### src/rtl/pio_pkg.sv
package pio_pkg;
  typedef enum logic [1:0] {
    PIO_OFF     = 2'b00,
    PIO_OUT     = 2'b01,
    PIO_IN      = 2'b10,
    PIO_OUT_ALT = 2'b11
  } pio_dir_e;

  localparam int OFF_MAIN_CTRL = 'h0;
  localparam int OFF_MAIN_DATA = 'h4;
  localparam int OFF_AUX_CTRL  = 'h8;
  localparam int OFF_AUX_DATA  = 'hC;

  function automatic logic dir_is_out(input logic [1:0] code);
    return (code == PIO_OUT) || (code == PIO_OUT_ALT);
  endfunction

  function automatic logic dir_is_in(input logic [1:0] code);
    return code == PIO_IN;
  endfunction
endpackage

### src/rtl/pio_rst_sync.sv
module pio_rst_sync (
  input  logic clk,
  input  logic rst_n,
  output logic rst_sync_n
);
  logic [1:0] stage_q;

  always_ff @(posedge clk or negedge rst_n) begin
    if (!rst_n) stage_q <= 2'b00;
    else        stage_q <= {stage_q[0], 1'b1};
  end

  assign rst_sync_n = stage_q[1];
endmodule

### src/rtl/pio_addr_dec.sv
module pio_addr_dec #(
  parameter int ADDR_W = 4
) (
  input  logic [ADDR_W-1:0] addr,
  input  logic              wr_en,
  output logic [3:0]        sel,
  output logic [3:0]        we
);
  import pio_pkg::*;

  localparam int NREG = 4;
  localparam logic [ADDR_W-1:0] OFFS [NREG] = '{
    ADDR_W'(OFF_MAIN_CTRL), ADDR_W'(OFF_MAIN_DATA),
    ADDR_W'(OFF_AUX_CTRL),  ADDR_W'(OFF_AUX_DATA)
  };

  for (genvar r = 0; r < NREG; r++) begin : g_sel
    assign sel[r] = (addr == OFFS[r]);
    assign we[r]  = sel[r] & wr_en;
  end
endmodule

### src/rtl/pio_lane.sv
module pio_lane #(
  parameter int W  = 16,
  parameter int DW = 32
) (
  input  logic          clk,
  input  logic          rst_n,
  input  logic          ctrl_we,
  input  logic          data_we,
  input  logic [DW-1:0] wdata,
  input  logic [W-1:0]  pin_in,
  output logic [2*W-1:0] ctrl_val,
  output logic [W-1:0]  rd_val,
  output logic [W-1:0]  pin_out,
  output logic [W-1:0]  pin_oe
);
  import pio_pkg::*;

  localparam int CW = 2 * W;

  logic [CW-1:0] ctrl_q, ctrl_d;
  logic [W-1:0]  stored_q, stored_d;
  logic [W-1:0]  latch_q, latch_d;
  logic [W-1:0]  out_cur, in_cur, out_new;
  logic          upd_en;

  for (genvar g = 0; g < W; g++) begin : g_pin
    assign out_cur[g] = dir_is_out(ctrl_q[2*g +: 2]);
    assign in_cur[g]  = dir_is_in(ctrl_q[2*g +: 2]);
    assign out_new[g] = dir_is_out(wdata[2*g +: 2]);
  end

  assign upd_en = ctrl_we | data_we;

  always_comb begin
    ctrl_d   = ctrl_q;
    stored_d = stored_q;
    latch_d  = latch_q;
    if (ctrl_we) begin
      ctrl_d  = wdata[CW-1:0];
      latch_d = stored_q & out_new;
    end else if (data_we) begin
      stored_d = wdata[W-1:0];
      latch_d  = wdata[W-1:0] & out_cur;
    end
  end

  always_ff @(posedge clk or negedge rst_n) begin
    if (!rst_n) begin
      ctrl_q   <= '0;
      stored_q <= '0;
      latch_q  <= '0;
    end else if (upd_en) begin
      ctrl_q   <= ctrl_d;
      stored_q <= stored_d;
      latch_q  <= latch_d;
    end
  end

  assign ctrl_val = ctrl_q;
  assign rd_val   = (pin_in & in_cur) | (latch_q & out_cur);
  assign pin_out  = latch_q;
  assign pin_oe   = out_cur;
endmodule

### src/rtl/pio_port.sv
module pio_port #(
  parameter int ADDR_W = 4,
  parameter int DW     = 32,
  parameter int MAIN_W = 16,
  parameter int AUX_W  = 4
) (
  input  logic              clk,
  input  logic              rst_n,
  input  logic [ADDR_W-1:0] addr,
  input  logic              wr_en,
  input  logic [DW-1:0]     wdata,
  output logic [DW-1:0]     rdata,
  input  logic [MAIN_W-1:0] main_pin_in,
  output logic [MAIN_W-1:0] main_pin_out,
  output logic [MAIN_W-1:0] main_pin_oe,
  input  logic [AUX_W-1:0]  aux_pin_in,
  output logic [AUX_W-1:0]  aux_pin_out,
  output logic [AUX_W-1:0]  aux_pin_oe
);
  localparam int MCW = 2 * MAIN_W;
  localparam int ACW = 2 * AUX_W;

  logic           rst_sync_n;
  logic [3:0]     sel, we;
  logic [MCW-1:0] main_ctrl;
  logic [ACW-1:0] aux_ctrl;
  logic [MAIN_W-1:0] main_rd;
  logic [AUX_W-1:0]  aux_rd;

  pio_rst_sync i_rst_sync (
    .clk        (clk),
    .rst_n      (rst_n),
    .rst_sync_n (rst_sync_n)
  );

  pio_addr_dec #(.ADDR_W(ADDR_W)) i_dec (
    .addr  (addr),
    .wr_en (wr_en),
    .sel   (sel),
    .we    (we)
  );

  pio_lane #(.W(MAIN_W), .DW(DW)) i_main (
    .clk      (clk),
    .rst_n    (rst_sync_n),
    .ctrl_we  (we[0]),
    .data_we  (we[1]),
    .wdata    (wdata),
    .pin_in   (main_pin_in),
    .ctrl_val (main_ctrl),
    .rd_val   (main_rd),
    .pin_out  (main_pin_out),
    .pin_oe   (main_pin_oe)
  );

  pio_lane #(.W(AUX_W), .DW(DW)) i_aux (
    .clk      (clk),
    .rst_n    (rst_sync_n),
    .ctrl_we  (we[2]),
    .data_we  (we[3]),
    .wdata    (wdata),
    .pin_in   (aux_pin_in),
    .ctrl_val (aux_ctrl),
    .rd_val   (aux_rd),
    .pin_out  (aux_pin_out),
    .pin_oe   (aux_pin_oe)
  );

  always_comb begin
    rdata = '0;
    unique case (1'b1)
      sel[0]:  rdata[MCW-1:0]    = main_ctrl;
      sel[1]:  rdata[MAIN_W-1:0] = main_rd;
      sel[2]:  rdata[ACW-1:0]    = aux_ctrl;
      sel[3]:  rdata[AUX_W-1:0]  = aux_rd;
      default: rdata = '0;
    endcase
  end
endmodule

### config.mk
export PLATFORM = sky130hd
export DESIGN_NAME = pio_port
export DESIGN_NICKNAME = d
export VERILOG_FILES = /design/src/rtl/pio_pkg.sv /design/src/rtl/pio_rst_sync.sv /design/src/rtl/pio_addr_dec.sv /design/src/rtl/pio_lane.sv /design/src/rtl/pio_port.sv
export SDC_FILE = /design/constraint.sdc
export NUM_CORES = 1
export LEC_CHECK = 0
export CORE_MARGIN = 4
export CORE_UTILIZATION = 47
export CTS_BUF_LIST = sky130_fd_sc_hd__clkbuf_4 sky130_fd_sc_hd__clkbuf_8
export DETAILED_ROUTE_END_ITERATION = 10
export DONT_BUFFER_PORTS = 1
export GPL_ROUTABILITY_DRIVEN = 0
export GPL_TIMING_DRIVEN = 0
export PLACE_DENSITY = 0.64
export SLEW_MARGIN = 0
export SYNTH_ARGS = -nofsm -noshare
export SYNTH_HDL_FRONTEND = slang
export SYNTH_HIERARCHICAL = 1
export SYNTH_SLANG_ARGS = --single-unit
export TNS_END_PERCENT = 1
### constraint.sdc
create_clock -name clk -period 3.2 [get_ports clk]
set_input_delay 0.64 -clock clk [delete_from_list [all_inputs] [get_ports clk]]
set_output_delay 0.64 -clock clk [all_outputs]
set_load 0.01 [all_outputs]
# Word-level counts from Yosys, hierarchy flattened
# Cells that the tools add are included.
[classes]
reduce_logical = 45
n_bitwise = 18
n_eq_ne = 95
mux = 8
[op_table]
columns = ["cell", "n"]
rows = [
  ["2-bit == test (second input constant)", 56],
  ["2-bit by 1-bit == test with 1-bit output (second input constant)", 36],
  ["16-bit bitwise AND", 4],
  ["16-bit two-way mux", 3],
  ["1-bit logical OR", 36],
  ["4-bit bitwise AND", 4],
  ["16-bit OR", 1],
  ["4-bit one-hot mux with 4 select lines", 1],
  ["8-bit one-hot mux with 2 select lines", 1],
  ["4-bit one-hot mux with 3 select lines", 1],
  ["4-bit == test (second input constant)", 2],
  ["4-bit two-way mux", 2],
  ["2-bit AND reduction", 4],
  ["3-bit AND reduction", 2],
  ["1-bit bitwise AND", 4],
  ["4-bit by 3-bit == test with 1-bit output (second input constant)", 1],
  ["4-bit zero test", 1],
  ["4-bit OR", 1],
  ["2-bit nonzero test", 2],
  ["1-bit NOT", 2],
  ["1-bit OR", 2],
]
[word_totals]
ff_bits = 82
output_inout_bits = 72

# Depth between registers and ports, before layout
# Gate-level depths: netlist (run 1).
[logic_depth]
ltp_word = 5
mapped_depth = 6
ltp_nobuf = 4

# Modules after synthesis
# The synthesis (run 1) kept the hierarchy.
[by_module_without_submodules]
columns = ["module", "cells_each", "n_inst", "area_per_inst_um2"]
rows = [
  ["pio_lane (i_main)", 253, 1, 2911.5],
  ["pio_lane (i_aux)", 63, 1, 750.7],
  ["pio_port", 49, 1, 330.3],
  ["pio_addr_dec", 13, 1, 66.3],
  ["pio_rst_sync", 3, 1, 53.8],
]

# Worst setup path after synthesis (run 1)
# Ideal clock, no wire load.
[synth_timing]
kind = "input to output"
from = "input addr[1]"
to = "output rdata[0]"
arrival_time_ns = 1.717
path_buffers = 1
required_time_ns = 2.560
path_stages = 5
setup_slack_ns = 0.843
cell_sequence = "or3_4 > nor2_1 > buf_2 > a22oi_1 > nand2_1"
[synth_between]
elab_chain_cells = 2
word_cells_on_any_way = 5
classes_between = "3 x eq/ne; 1 x mux; 1 x reduce/logical"
[synth_rtl]
columns = ["item", "line_no", "text"]
rows = [
  ["start: declaration", "pio_port.sv:9", "input logic [ADDR_W-1:0] addr,"],
  ["4-bit by 3-bit == test with 1-bit output", "pio_addr_dec.sv:18", "assign sel[r] = (addr == OFFS[r]);"],
  ["net sel[1]", "pio_port.sv:24", "logic [3:0] sel, we;"],
  ["4-bit one-hot mux with 4 select lines", "pio_port.sv:71", "unique case (1'b1)"],
  ["end: declaration", "pio_port.sv:12", "output logic [DW-1:0] rdata,"],
]
# The timed path passes the listed nets, and every way through them passes these cells.

# Final worst setup path (run 1)
[layout_timing]
from = "input addr[1]"
to = "output rdata[3]"
# The elaborated chain is that of the path after synthesis.

==> summary.md, run 1 <==
| Metric | Value |
|---|---|
| Status | finished, final reports clean |
| Crit start category | input pin |
| Post-synthesis compound-gate area fraction | a little over an eighth |
| Crit end category | primary output |
| Reg clk slew, reported paths | approximately 0.08 ns |
| Ant diodes | 0 |
| EDFF count, synth | 0 |
| Die area | ~10,000 µm² |
| Nets | roughly 450 |
| Max-slew violations | 0 |
| Netlist Area Pre-Place | roughly 4100 µm² |
| Synth Register Bits | 82 |
| Initial antenna violation count | 0 |
| Setup TNS | 0 ns |
| Die height | just over 100 µm |
| Post-Synthesis Cells | roughly 380 |
| Hold Fails Final Rpt | 0 |
| Clk Latency, worst-skew pair | 0.35 ns |
| Top cells by area, synth | dfrtp_1, mux2_2, mux2_4 |
| Post-synthesis mux area share | ~18% |
| Most area-hungry cell type in the Yosys netlist | dfrtp_1 |
| Post-synth top area share | around half |
| FP Rows | 33 |
| CTS Buf Count | 9 |
| Register Area | between 2000 and 2500 µm² |
| Vias/cell | a little under 6 |
| CP peak stage delay | 0.53 ns |
| Largest net degree at the start of global routing | 50 |
| DR vias | approximately 2,900 |
| Synth Area in XOR/XNOR | 0% |
| WS Path Type | in2out |
| Drt first pass iters | 4 |
| Drt wl/cell | between 20 and 25 µm |
| Initial Utilization | a little under 50% |
| Buffer depth of the longest clock path | 2 |
| Most common cell in the netlist | dfrtp_1 |
| H-tree Lvls | 3 |
| Ys Warns | 6 |
| Normalized max-slew margin | a little over half |
| CTS Hold Bufs | 1 |
| CP required | 2.56 ns |
| Final period util | about nine tenths |
| Clock Root Buffer | clkbuf_8 |
| Syn Nets | 440 |
| Final setup margin | 0.2706 ns |
| VDD IR-drop max | approximately 0.29 mV |
| Synth Area in Adders | 0% |
| Seq/Total Area, Yosys | between 40% and 50% |
| WP data arrival | 2.29 ns |
| Ys async rst share | 100.0% |
| Total routed wirelength | 11,190 µm |
| CTS Sinks | 82 |
| Critical path buffers and inverters | 1 |
| Predominant post-synthesis flop cell | dfrtp_1 |
| Total gr overflow | 0 |
| Layout cells sized above 1 | roughly a quarter |
| Synthesized area per cell | between 10 and 15 µm² |
| RSZ-0062 raised after global routing | no |
| DP HPWL | between 8000 and 9000 µm |
| Hold Path Class | reg2async |
| First-pass GRT wire length | 17,530 µm |
| Distinct cells, synth | 25 |
| Initial DRC Count | 141 |
| CTS tree | yes |
| Post-CTS Setup Inserts | 0 |
| Final setup fails | 0 |
| Filler cell count | 753 |
| Minimum clock period | approximately 3 ns |
| Syn-to-layout area delta | 9.157% |
| Worst-path fanout max | 10 |
| Max_cap viols | 0 |
| Post-CTS sizing | 0 |
| Worst slew pin tran | roughly 0.69 ns |
| Pwr Density | between 600 and 700 nW/µm² |
| Setup Skew | 0.009905 ns |
| Worst-path cell chain | or3_4 -> nor2_1 -> buf_2 -> a22oi_1 -> nand2_1 |
| Crit-path leading delay family | simple AND/OR/NAND/NOR gates |
| Main combinational cell family by area after synthesis | multiplexers |
| Most common library cells after synthesis | dfrtp_1, mux2_2, nand2_1 |
| Max Fclk | between 300 and 400 MHz |
| Vias in the first global route | ~3,100 |
| Routed Antenna Nets | 0 |
| DR DRC count | 0 |
| Die Wd | around 100 µm |
| GRT Overall Usage | about 23% |
| Leak | a little under 2 nW |
| Core area | about 8400 µm² |
| Worst slack, placed | about 0.28 ns |
| Area of the multi-input gates | between 1500 and 2000 µm² |
| Ports | between 100 and 150 |
| Port buffer count | 0 |
| CP max-delay cell | nor2_1 |
| Simple-gate share of the synthesized area | 14.18% |
## kinds of logic after synthesis
family	count (synthesis)
flip-flops	82
AO/OA/AOI/OAI	80
other	1
buffers and inverters	44
AND/OR/NAND/NOR	114
multiplexers	60
## layout make-up
cell class,instances,area share [%]
Sequential cell,82,45.79
Multi-Input combinational cell,255,41.44
Buffer,37,3.874
Clock buffer,12,3.400
Tap cell,105,2.926
Clock inverter,4,1.143
Timing Repair Buffer,2,0.8361
Inverter,7,0.5853
## sequential cells by signal, summed over array words and instances (netlist names)
name                cells
i_rst_sync/stage_q      2
i_aux/ctrl_val          8
i_main/stored_q        16
i_main/pin_out         16
i_aux/stored_q          4
i_main/ctrl_val        32
i_aux/pin_out           4
## cells in the final DEF (no fill, tap or decap)
cell type       n
clkbuf_2        1
mux2_2         46
buf_16          1
buf_6           2
mux2_4         14
or3b_4          1
nand2b_4        1
clkinvlp_4      1
dfrtp_4         1
a222oi_1        4
nand2b_2        4
buf_4           3
buf_2           6
nand2_1        45
a22o_1          8
and2_1         16
or3_4           1
nand2b_1       18
nor2_1          8
inv_1           7
a31oi_1        20
a21boi_0       20
dlygate4sd3_1   1
a22oi_1         8
clkinv_2        1
clkbuf_1       25
clkbuf_4        2
o21ai_0        20
clkinv_4        1
clkbuf_8       10
conb_1          1
bufinv_16       1
nand3_1        20
dfrtp_1        81
## per-stage QoR
step / hold slack, ns / std cells / power [W] / cell area, µm² / utilization, %
floorplan: 0.3312 / 381 / 0.001905 / 4113 / -
global placement: 0.3380 / 486 / 0.002024 / 4244 / 50.63
detailed placement: 0.3076 / 487 / 0.002058 / 4275 / 51.01
CTS: 0.3137 / 504 / 0.002834 / 4489 / 53.56
global route: 0.3367 / 504 / 0.002979 / 4489 / 53.56
finish: 0.2862 / 504 / 0.002808 / 4489 / 53.56
## per-layer routing
layer	track usage [%]	wire length, µm	vias to the layer above
met3	7.369	1042	13
met1	29.75	4770	1455
met4	6.135	140	0
met2	35.76	5233	115
li1	-	-	1357
met5	0	0	-
## where the power goes
group          internal [W]  switching, W
clock              0.000400      0.000372
sequential          0.00127      0.000270
combinational      0.000272      0.000219
## worst paths after layout
kind | cells past startpoint | slack (ns) | start | to
min in group clk | 0 | 0.36 | i_rst_sync/stage_q[0]$_DFF_PN0_ | i_rst_sync/stage_q[1]$_DFF_PN0_
max in group asynchronous | 1 | 2.31 | i_rst_sync/stage_q[1]$_DFF_PN0_ | i_main/stored_q[8]$_DFFE_PN0P_
worst max-delay path | 5 | 0.27 | addr[1] | rdata[3]
worst min register to register | 0 | 0.29 | i_rst_sync/stage_q[1]$_DFF_PN0_ | i_main/ctrl_val[25]$_DFFE_PN0P_
worst max register to register | 1 | 2.31 | i_rst_sync/stage_q[1]$_DFF_PN0_ | i_main/stored_q[8]$_DFFE_PN0P_
worst min-delay path | 0 | 0.29 | i_rst_sync/stage_q[1]$_DFF_PN0_ | i_main/ctrl_val[25]$_DFFE_PN0P_
No activity file was read; power rests on OpenSTA's default activity.
==> run 2, diff against run 1 <==
--- a/config.mk
+++ b/config.mk
@@ -6,13 +6,12 @@
 export NUM_CORES = 1
 export LEC_CHECK = 0
 export CORE_MARGIN = 4
-export CORE_UTILIZATION = 47
+export CORE_UTILIZATION = 55
 export CTS_BUF_LIST = sky130_fd_sc_hd__clkbuf_4 sky130_fd_sc_hd__clkbuf_8
 export DETAILED_ROUTE_END_ITERATION = 10
 export DONT_BUFFER_PORTS = 1
 export GPL_ROUTABILITY_DRIVEN = 0
-export GPL_TIMING_DRIVEN = 0
-export PLACE_DENSITY = 0.64
+export PLACE_DENSITY = 0.72
 export SLEW_MARGIN = 0
 export SYNTH_ARGS = -nofsm -noshare
 export SYNTH_HDL_FRONTEND = slang
==> run 2 against run 1 <==
- clock-buffer cell count down 1
- global-route usage fell by 0.46 points
- routed wire length shrank 14%
- sequential cell count stayed put
- final cell count decreased by 7.3%
- critical endpoint is now rdata[7]
- largest cell class unchanged
- largest power group unchanged
==> summary.md, run 2 (same netlist as run 1, synthesis figures left out) <==
| Metric | Value |
|---|---|
| Status | finished, final reports clean |
| DR vias | 2,812 |
| Port buffer count | 0 |
| Crit end category | primary output |
| Vias/cell | around 6 |
| CTS Buf Count | 9 |
| Routed length on met3 | 754 µm |
| Drt wl/cell | 20.59 µm |
| Worst-path cell chain | or3_4 -> nor2_2 -> buf_4 -> a222oi_1 -> inv_1 |
| Nets | 424 |
| WL met2 | around 4600 µm |
| Syn-to-layout area delta | 6.176% |
| Worst slew pin tran | around 1.0 ns |
| Ports | ~130 |
| Clk Latency, worst-skew pair | around 0.34 ns |
| Top sig layer | met4 |
| Critical path buffers and inverters | 2 |
| Initial DRC Count | about 160 |
| Hold Path Class | reg2reg |
| Initial Utilization | about 57% |
| Max-slew violations | 0 |
| CTS Sinks | a little over 80 |
| Post-CTS Setup Inserts | 0 |
| Total routed wirelength | a little under 10,000 µm |
| Finished Cell Area | between 4000 and 5000 µm² |
| Max Fclk | roughly 420 MHz |
| Pwr Density | between 600 and 700 nW/µm² |
| DP HPWL | about 6600 µm |
| Die area | a little under 9000 µm² |
| Layout cells sized above 1 | between 20% and 30% |
| Worst-path fanout max | 32 |
| Ant diodes | 0 |
| GRT Overall Usage | between 20 and 25% |
| H-tree Lvls | 3 |
| Largest register FFs | 32 |
| Buffer depth of the longest clock path | 2 |
| Post-Place Cells | roughly 450 |
| Final period util | ~75% |
| Vias in the first global route | about 3,000 |
| First-pass GRT wire length | 15,100 µm |
| Largest net degree at the start of global routing | 81 |
| Hold Fails Final Rpt | 0 |
| WS Path Type | in2out |
| Clock Root Buffer | clkbuf_8 |
| Total gr overflow | 0 |
| Die height | ~94 µm |
| Hold Worst Slack | ~0.37 ns |
| Final setup fails | 0 |
| DR DRC count | 0 |
| Post-CTS sizing | 0 |
| Crit start category | input pin |
| WP data arrival | about 1.8 ns |
| Setup Skew | 0.008119 ns |
| RSZ-0062 raised after global routing | no |
| Most frequent cells in the layout | dfrtp_1, mux2_2, nand2_1 |
| Crit-path leading delay family | simple AND/OR/NAND/NOR gates |
| Max_cap viols | 0 |
| Post-Layout Cell Count | approximately 470 |
| Drt first pass iters | 4 |
| Initial antenna violation count | 0 |
| Setup TNS | 0 ns |
| VDD IR-drop max | 0.3187 mV |
| Die Wd | 94.48 µm |
| Leak | between 1.5 and 2 nW |
| Normalized max-slew margin | a little over 30% |
| Reg clk slew, reported paths | about 0.08 ns |
| Placed cell area | about 4100 µm² |
| Minimum clock period | roughly 2.4 ns |
| CTS tree | yes |
| CP required | about 2.6 ns |
| Routed Antenna Nets | 0 |
| Commonest non-fill, non-tap cell in the layout | dfrtp_1 |
| Core area | ~7300 µm² |
| CP max-delay cell | or3_4 |
| CP peak stage delay | roughly 0.41 ns |
| Routed met1 length | a little over 4000 µm |
| FP Rows | 31 |
## run 2: cell types whose count changed in the layout (fill, tap and decap cells not counted), sizes merged
cell      delta
clkbuf      -27
buf          -3
bufinv       +1
clkinv       -1
clkinvlp     -1
## run 2: path summary, 6_finish.rpt
check	from	to	slack, ns	cells after the start
max	addr[1]	rdata[7]	0.80	5
min	i_rst_sync/stage_q[0]$_DFF_PN0_	i_rst_sync/stage_q[1]$_DFF_PN0_	0.37	0
max reg2reg	i_rst_sync/stage_q[1]$_DFF_PN0_	i_main/ctrl_val[8]$_DFFE_PN0P_	2.01	0
min reg2reg	i_rst_sync/stage_q[0]$_DFF_PN0_	i_rst_sync/stage_q[1]$_DFF_PN0_	0.37	0
max in group asynchronous	i_rst_sync/stage_q[1]$_DFF_PN0_	i_main/ctrl_val[8]$_DFFE_PN0P_	2.01	0
min in group asynchronous	rst_n	i_rst_sync/stage_q[1]$_DFF_PN0_	0.51	1
## run 2: final cells by class
class	count	area (µm²)
inverter	7	26.28
tap	99	123.9
clock inverter	3	65.06
fill	591	2887
timing repair buffer	10	77.57
multi-input combinational	255	1873
sequential	82	2056
clock buffer	11	145.1
## run 2: timing repair
| action | in CTS | in global routing |
|---|---|---|
| endpoints found under the setup margin | 0 | 0 |
| endpoints found under the hold margin | 2 | 0 |
| hold buffers | 1 | 0 |
## run 2: power breakdown
group | switching (W) | internal (W) | leakage (nW)
registers | 0.000322 | 0.00127 | 1.01
logic | 0.000153 | 0.000246 | 0.778
clock network | 0.000347 | 0.000460 | 0.109
## run 2: per-stage QoR
step / utilization (%) / total power, W / setup WS (ns)
finish: 60.20 / 0.002802 / 0.8047
global route: 60.20 / 0.002957 / 0.7443
CTS: 60.20 / 0.002835 / 0.8090
detailed placement: 57.17 / 0.002014 / 0.8083
global placement: 57.17 / 0.001989 / 0.8450
floorplan: - / 0.001905 / 0.7471
## run 2: metal layers
metal / up-vias / track usage [%]
met5: - / 0
li1: 1286 / -
met4: 0 / 7.572
met2: 106 / 35.17
met1: 1409 / 29.02
met3: 11 / 6.295
==> run 3, diff against run 2 <==
--- a/config.mk
+++ b/config.mk
@@ -5,6 +5,7 @@
 export SDC_FILE = /design/constraint.sdc
 export NUM_CORES = 1
 export LEC_CHECK = 0
+export ABC_AREA = 1
 export CORE_MARGIN = 4
 export CORE_UTILIZATION = 55
 export CTS_BUF_LIST = sky130_fd_sc_hd__clkbuf_4 sky130_fd_sc_hd__clkbuf_8
==> constraint.sdc (replaced) <==
create_clock -name clk -period 2.4 [get_ports clk]
set_input_delay 0.48 -clock clk [delete_from_list [all_inputs] [get_ports clk]]
set_output_delay 0.48 -clock clk [all_outputs]
set_load 0.01 [all_outputs]
==> run 3 against run 2 <==
- utilization decreased by 1.6 points
- clock-buffer cell count up 1
- first-iteration DRC count increased by 65%
- register-to-register slack got worse by 0.54 ns
- critical path type is now reg2out
- largest cell class unchanged
==> summary.md, run 3 <==
| Metric | Value |
|---|---|
| Predominant post-synthesis flop cell | dfrtp_1 |
| Gate power share | between 10 and 15% |
| Syn-to-layout area delta | 3.867% |
| Max Fclk | approximately 550 MHz |
| EDFF count, synth | 0 |
| DP HPWL | between 7000 and 8000 µm |
| Main combinational cell family by area after synthesis | simple AND/OR/NAND/NOR gates |
| Total gr overflow | 0 |
| Hold Worst Slack | a little under 0.2 ns |
| Worst slew pin tran | 0.6694 ns |
| DR DRC count | 0 |
| Clk Latency, worst-skew pair | between 0.3 and 0.4 ns |
| R2r startpoint | i_main/ctrl_val[14]$_DFFE_PN0P_ |
| Reg-to-reg slack, setup | about 1.5 ns |
| Final period util | 76.26% |
| Die area | roughly 9400 µm² |
| Worst-path cell chain | inv_1 -> nand3_1 -> nand2_1 -> nand2_1 -> nand3_1 |
| Clock Root Buffer | clkbuf_8 |
| Setup Skew | 0.01223 ns |
| Finished Cell Area | between 4000 and 5000 µm² |
| Worst Setup EP | rdata[7] |
| Critical path startpoint | i_main/ctrl_val[14]$_DFFE_PN0P_ |
| Crit end category | primary output |
| Normalized max-slew margin | a little under three fifths |
| NetSw | between 0.001 and 0.0015 W |
| Max-slew violations | 0 |
| WP data arrival | roughly 1.4 ns |
| WS Path Type | reg2out |
| Minimum clock period | ~1.8 ns |
| Switch share | about a third |
| Post-Layout Cell Count | roughly 700 |
| CP required | roughly 1.9 ns |
| CP peak stage delay | ~0.53 ns |
| Critical path buffers and inverters | 1 |
| Syn Nets | around 680 |
| Power share of the clock group | 28.3% |
| Max_cap viols | 0 |
| Vias/cell | 5.393 |
| R2r endpoint | i_main/pin_out[7]$_DFFE_PN0P_ |
| Hold Fails Final Rpt | 0 |
| Nets | ~650 |
| Synth Area in XOR/XNOR | 0% |
| Largest net degree at the start of global routing | between 60 and 70 |
| Drt wl/cell | ~16 µm |
| Final Power | 0.003621 W |
| Most common cell in the netlist | nand2_1 |
| Ys async rst share | 100.0% |
| RSZ-0062 raised after global routing | no |
| Post-synthesis mux area share | 0% |
| Leak | approximately 2.6 nW |
| CTS tree | yes |
| Buffer depth of the longest clock path | 2 |
| Worst-path fanout max | 5 |
| Layout cells sized above 1 | about 6.2% |
| Most common library cells after synthesis | nand2_1, dfrtp_1, nand3_1 |
| VDD IR-drop max | between 0.3 and 0.4 mV |
| Status | finished, final reports clean |
| Crit start category | register |
| Stages on worst setup path | 5 |
| Post-Place Cells | roughly 680 |
| Initial DRC Count | 270 |
| Ports | about 130 |
| CP max-delay cell | dfrtp_1 |
| Vias in the first global route | approximately 3,600 |
| Final setup fails | 0 |
| Post-CTS sizing | 0 |
| Pwr Density | just over 800 nW/µm² |
| CTS Sinks | 82 |
| Placed cell area | 4288 µm² |
| Synth Area in Adders | 0% |
| Most frequent cells in the layout | nand2_1, dfrtp_1, nand3_1, inv_1, o21ai_0 |
| Seq/Total Area, Yosys | 47.33% |
| Post-synth top area share | between 40% and 50% |
| Ant diodes | 0 |
| Core area | between 7000 and 8000 µm² |
| CTS Buf Count | 9 |
| Post-Synthesis Cells | around 620 |
| Post-synthesis compound-gate area fraction | under 10% |
| Reg clk slew, reported paths | ~0.09 ns |
| Setup TNS | 0 ns |
| Total routed wirelength | around 11,000 µm |
| Int Power | approximately 0.0024 W |
| FP Rows | 32 |
| Crit-path leading delay family | flip-flops |
| First-pass GRT wire length | between 15,000 and 20,000 µm |
| Distinct cells, synth | 21 |
| DR vias | 3,770 |
| Die Wd | between 90 and 100 µm |
| R2R cell count | 4 |
| Routed Antenna Nets | 0 |
| Initial antenna violation count | 0 |
| Largest register FFs | 32 |
| Hold Path Class | reg2async |
| Port buffer count | 0 |
| Die height | between 90 and 100 µm |
| Drt first pass iters | 5 |
| Synth Register Bits | slightly above 80 |
| H-tree Lvls | 3 |
| Commonest non-fill, non-tap cell in the layout | nand2_1 |
| Simple-gate share of the synthesized area | between 30% and 40% |
| Most area-hungry cell type in the Yosys netlist | dfrtp_1 |
| Initial Utilization | a little under three fifths |
| Top cells by area, synth | dfrtp_1, nand2_1, nand3_1 |
| Netlist Area Pre-Place | between 4000 and 5000 µm² |
| Sequential power share | a little under three fifths |
| GRT Overall Usage | 24.01% |
| Ys Warns | 6 |
| Synthesized area per cell | a little over 7 µm² |
## run 3: changes by cell type in the layout (fill, tap and decap cells not counted), moves of 5 or more
cell	change
a31oi_1	-20
nand2_1	+250
o21ai_1	+5
a21boi_0	-20
o21ai_0	+15
mux2_2	-46
a22oi_1	-8
nand3_1	+52
nand2b_1	-18
a22o_1	-8
and2_1	-16
mux2_4	-14
inv_1	+56
## run 3: stage by stage
stage	worst slack (ns)	util (%)
floorplan	0.7450	-
global placement	0.5460	55.78
detailed placement	0.4895	55.78
CTS	0.5492	58.58
global route	0.4337	58.58
finish	0.5698	58.58
## run 3: area by class of cell
class / instances / area, µm²
Fill cell: 723 / 3184
Multi-Input combinational cell: 423 / 1772
Clock buffer: 12 / 152.6
Timing Repair Buffer: 10 / 90.09
Sequential cell: 82 / 2056
Tap cell: 102 / 127.6
Inverter: 66 / 252.7
Clock inverter: 4 / 52.55
## run 3: worst reg2reg max path, cell delays in order (launching register included)
cell     delay [ns]
dfrtp_1        0.50
nand3_1        0.14
nand2_1        0.06
nand2_1        0.06
nand2_1        0.05
## run 3: worst min-delay path by stage
stage / cells past startpoint / startpoint / end / slack (ns)
2_1_floorplan: 0 / rst_n / i_rst_sync/stage_q[0]$_DFF_PN0_ / 0.18
3_3_place_gp: 0 / rst_n / i_rst_sync/stage_q[0]$_DFF_PN0_ / 0.18
3_5_place_dp: 0 / rst_n / i_rst_sync/stage_q[0]$_DFF_PN0_ / 0.18
4_1_cts: 0 / i_rst_sync/stage_q[1]$_DFF_PN0_ / i_main/ctrl_val[31]$_DFFE_PN0P_ / 0.21
5_1_grt: 2 / wdata[7] / i_aux/ctrl_val[7]$_DFFE_PN0P_ / 0.22
6_report: 0 / i_rst_sync/stage_q[1]$_DFF_PN0_ / i_main/ctrl_val[31]$_DFFE_PN0P_ / 0.20
## run 3: power by group through the flow
stage          Clock [W]  Sequential, W  Combinational [W]
4_1_cts          0.00105        0.00208           0.000518
3_5_place_dp           0        0.00211           0.000514
3_3_place_gp           0        0.00210           0.000489
2_1_floorplan          0        0.00196           0.000511
5_1_grt          0.00111        0.00213           0.000613
6_report         0.00103        0.00208           0.000513
## run 3: repair_timing
action	4_1_cts	5_1_grt
setup endpoints to repair	0	0
setup buffers	0	0
hold buffers	1	0
endpoints found under the hold margin	2	0
## run 3: cell families (layout without fill, tap and decap cells)
group | Yosys count | count (layout)
other cells | 1 | 1
compound gates | 40 | 40
flops | 82 | 82
buf+inv | 111 | 92
simple gates | 382 | 382
## run 3: layer usage
metal / global-route usage (%) / vias up / part of all wire, %
met5: 0 / - / 0
met4: 8.207 / 0 / 0.62
met3: 6.345 / 9 / 6.9
met2: 38.27 / 144 / 49
met1: 31.90 / 1797 / 43
li1: - / 1820 / -
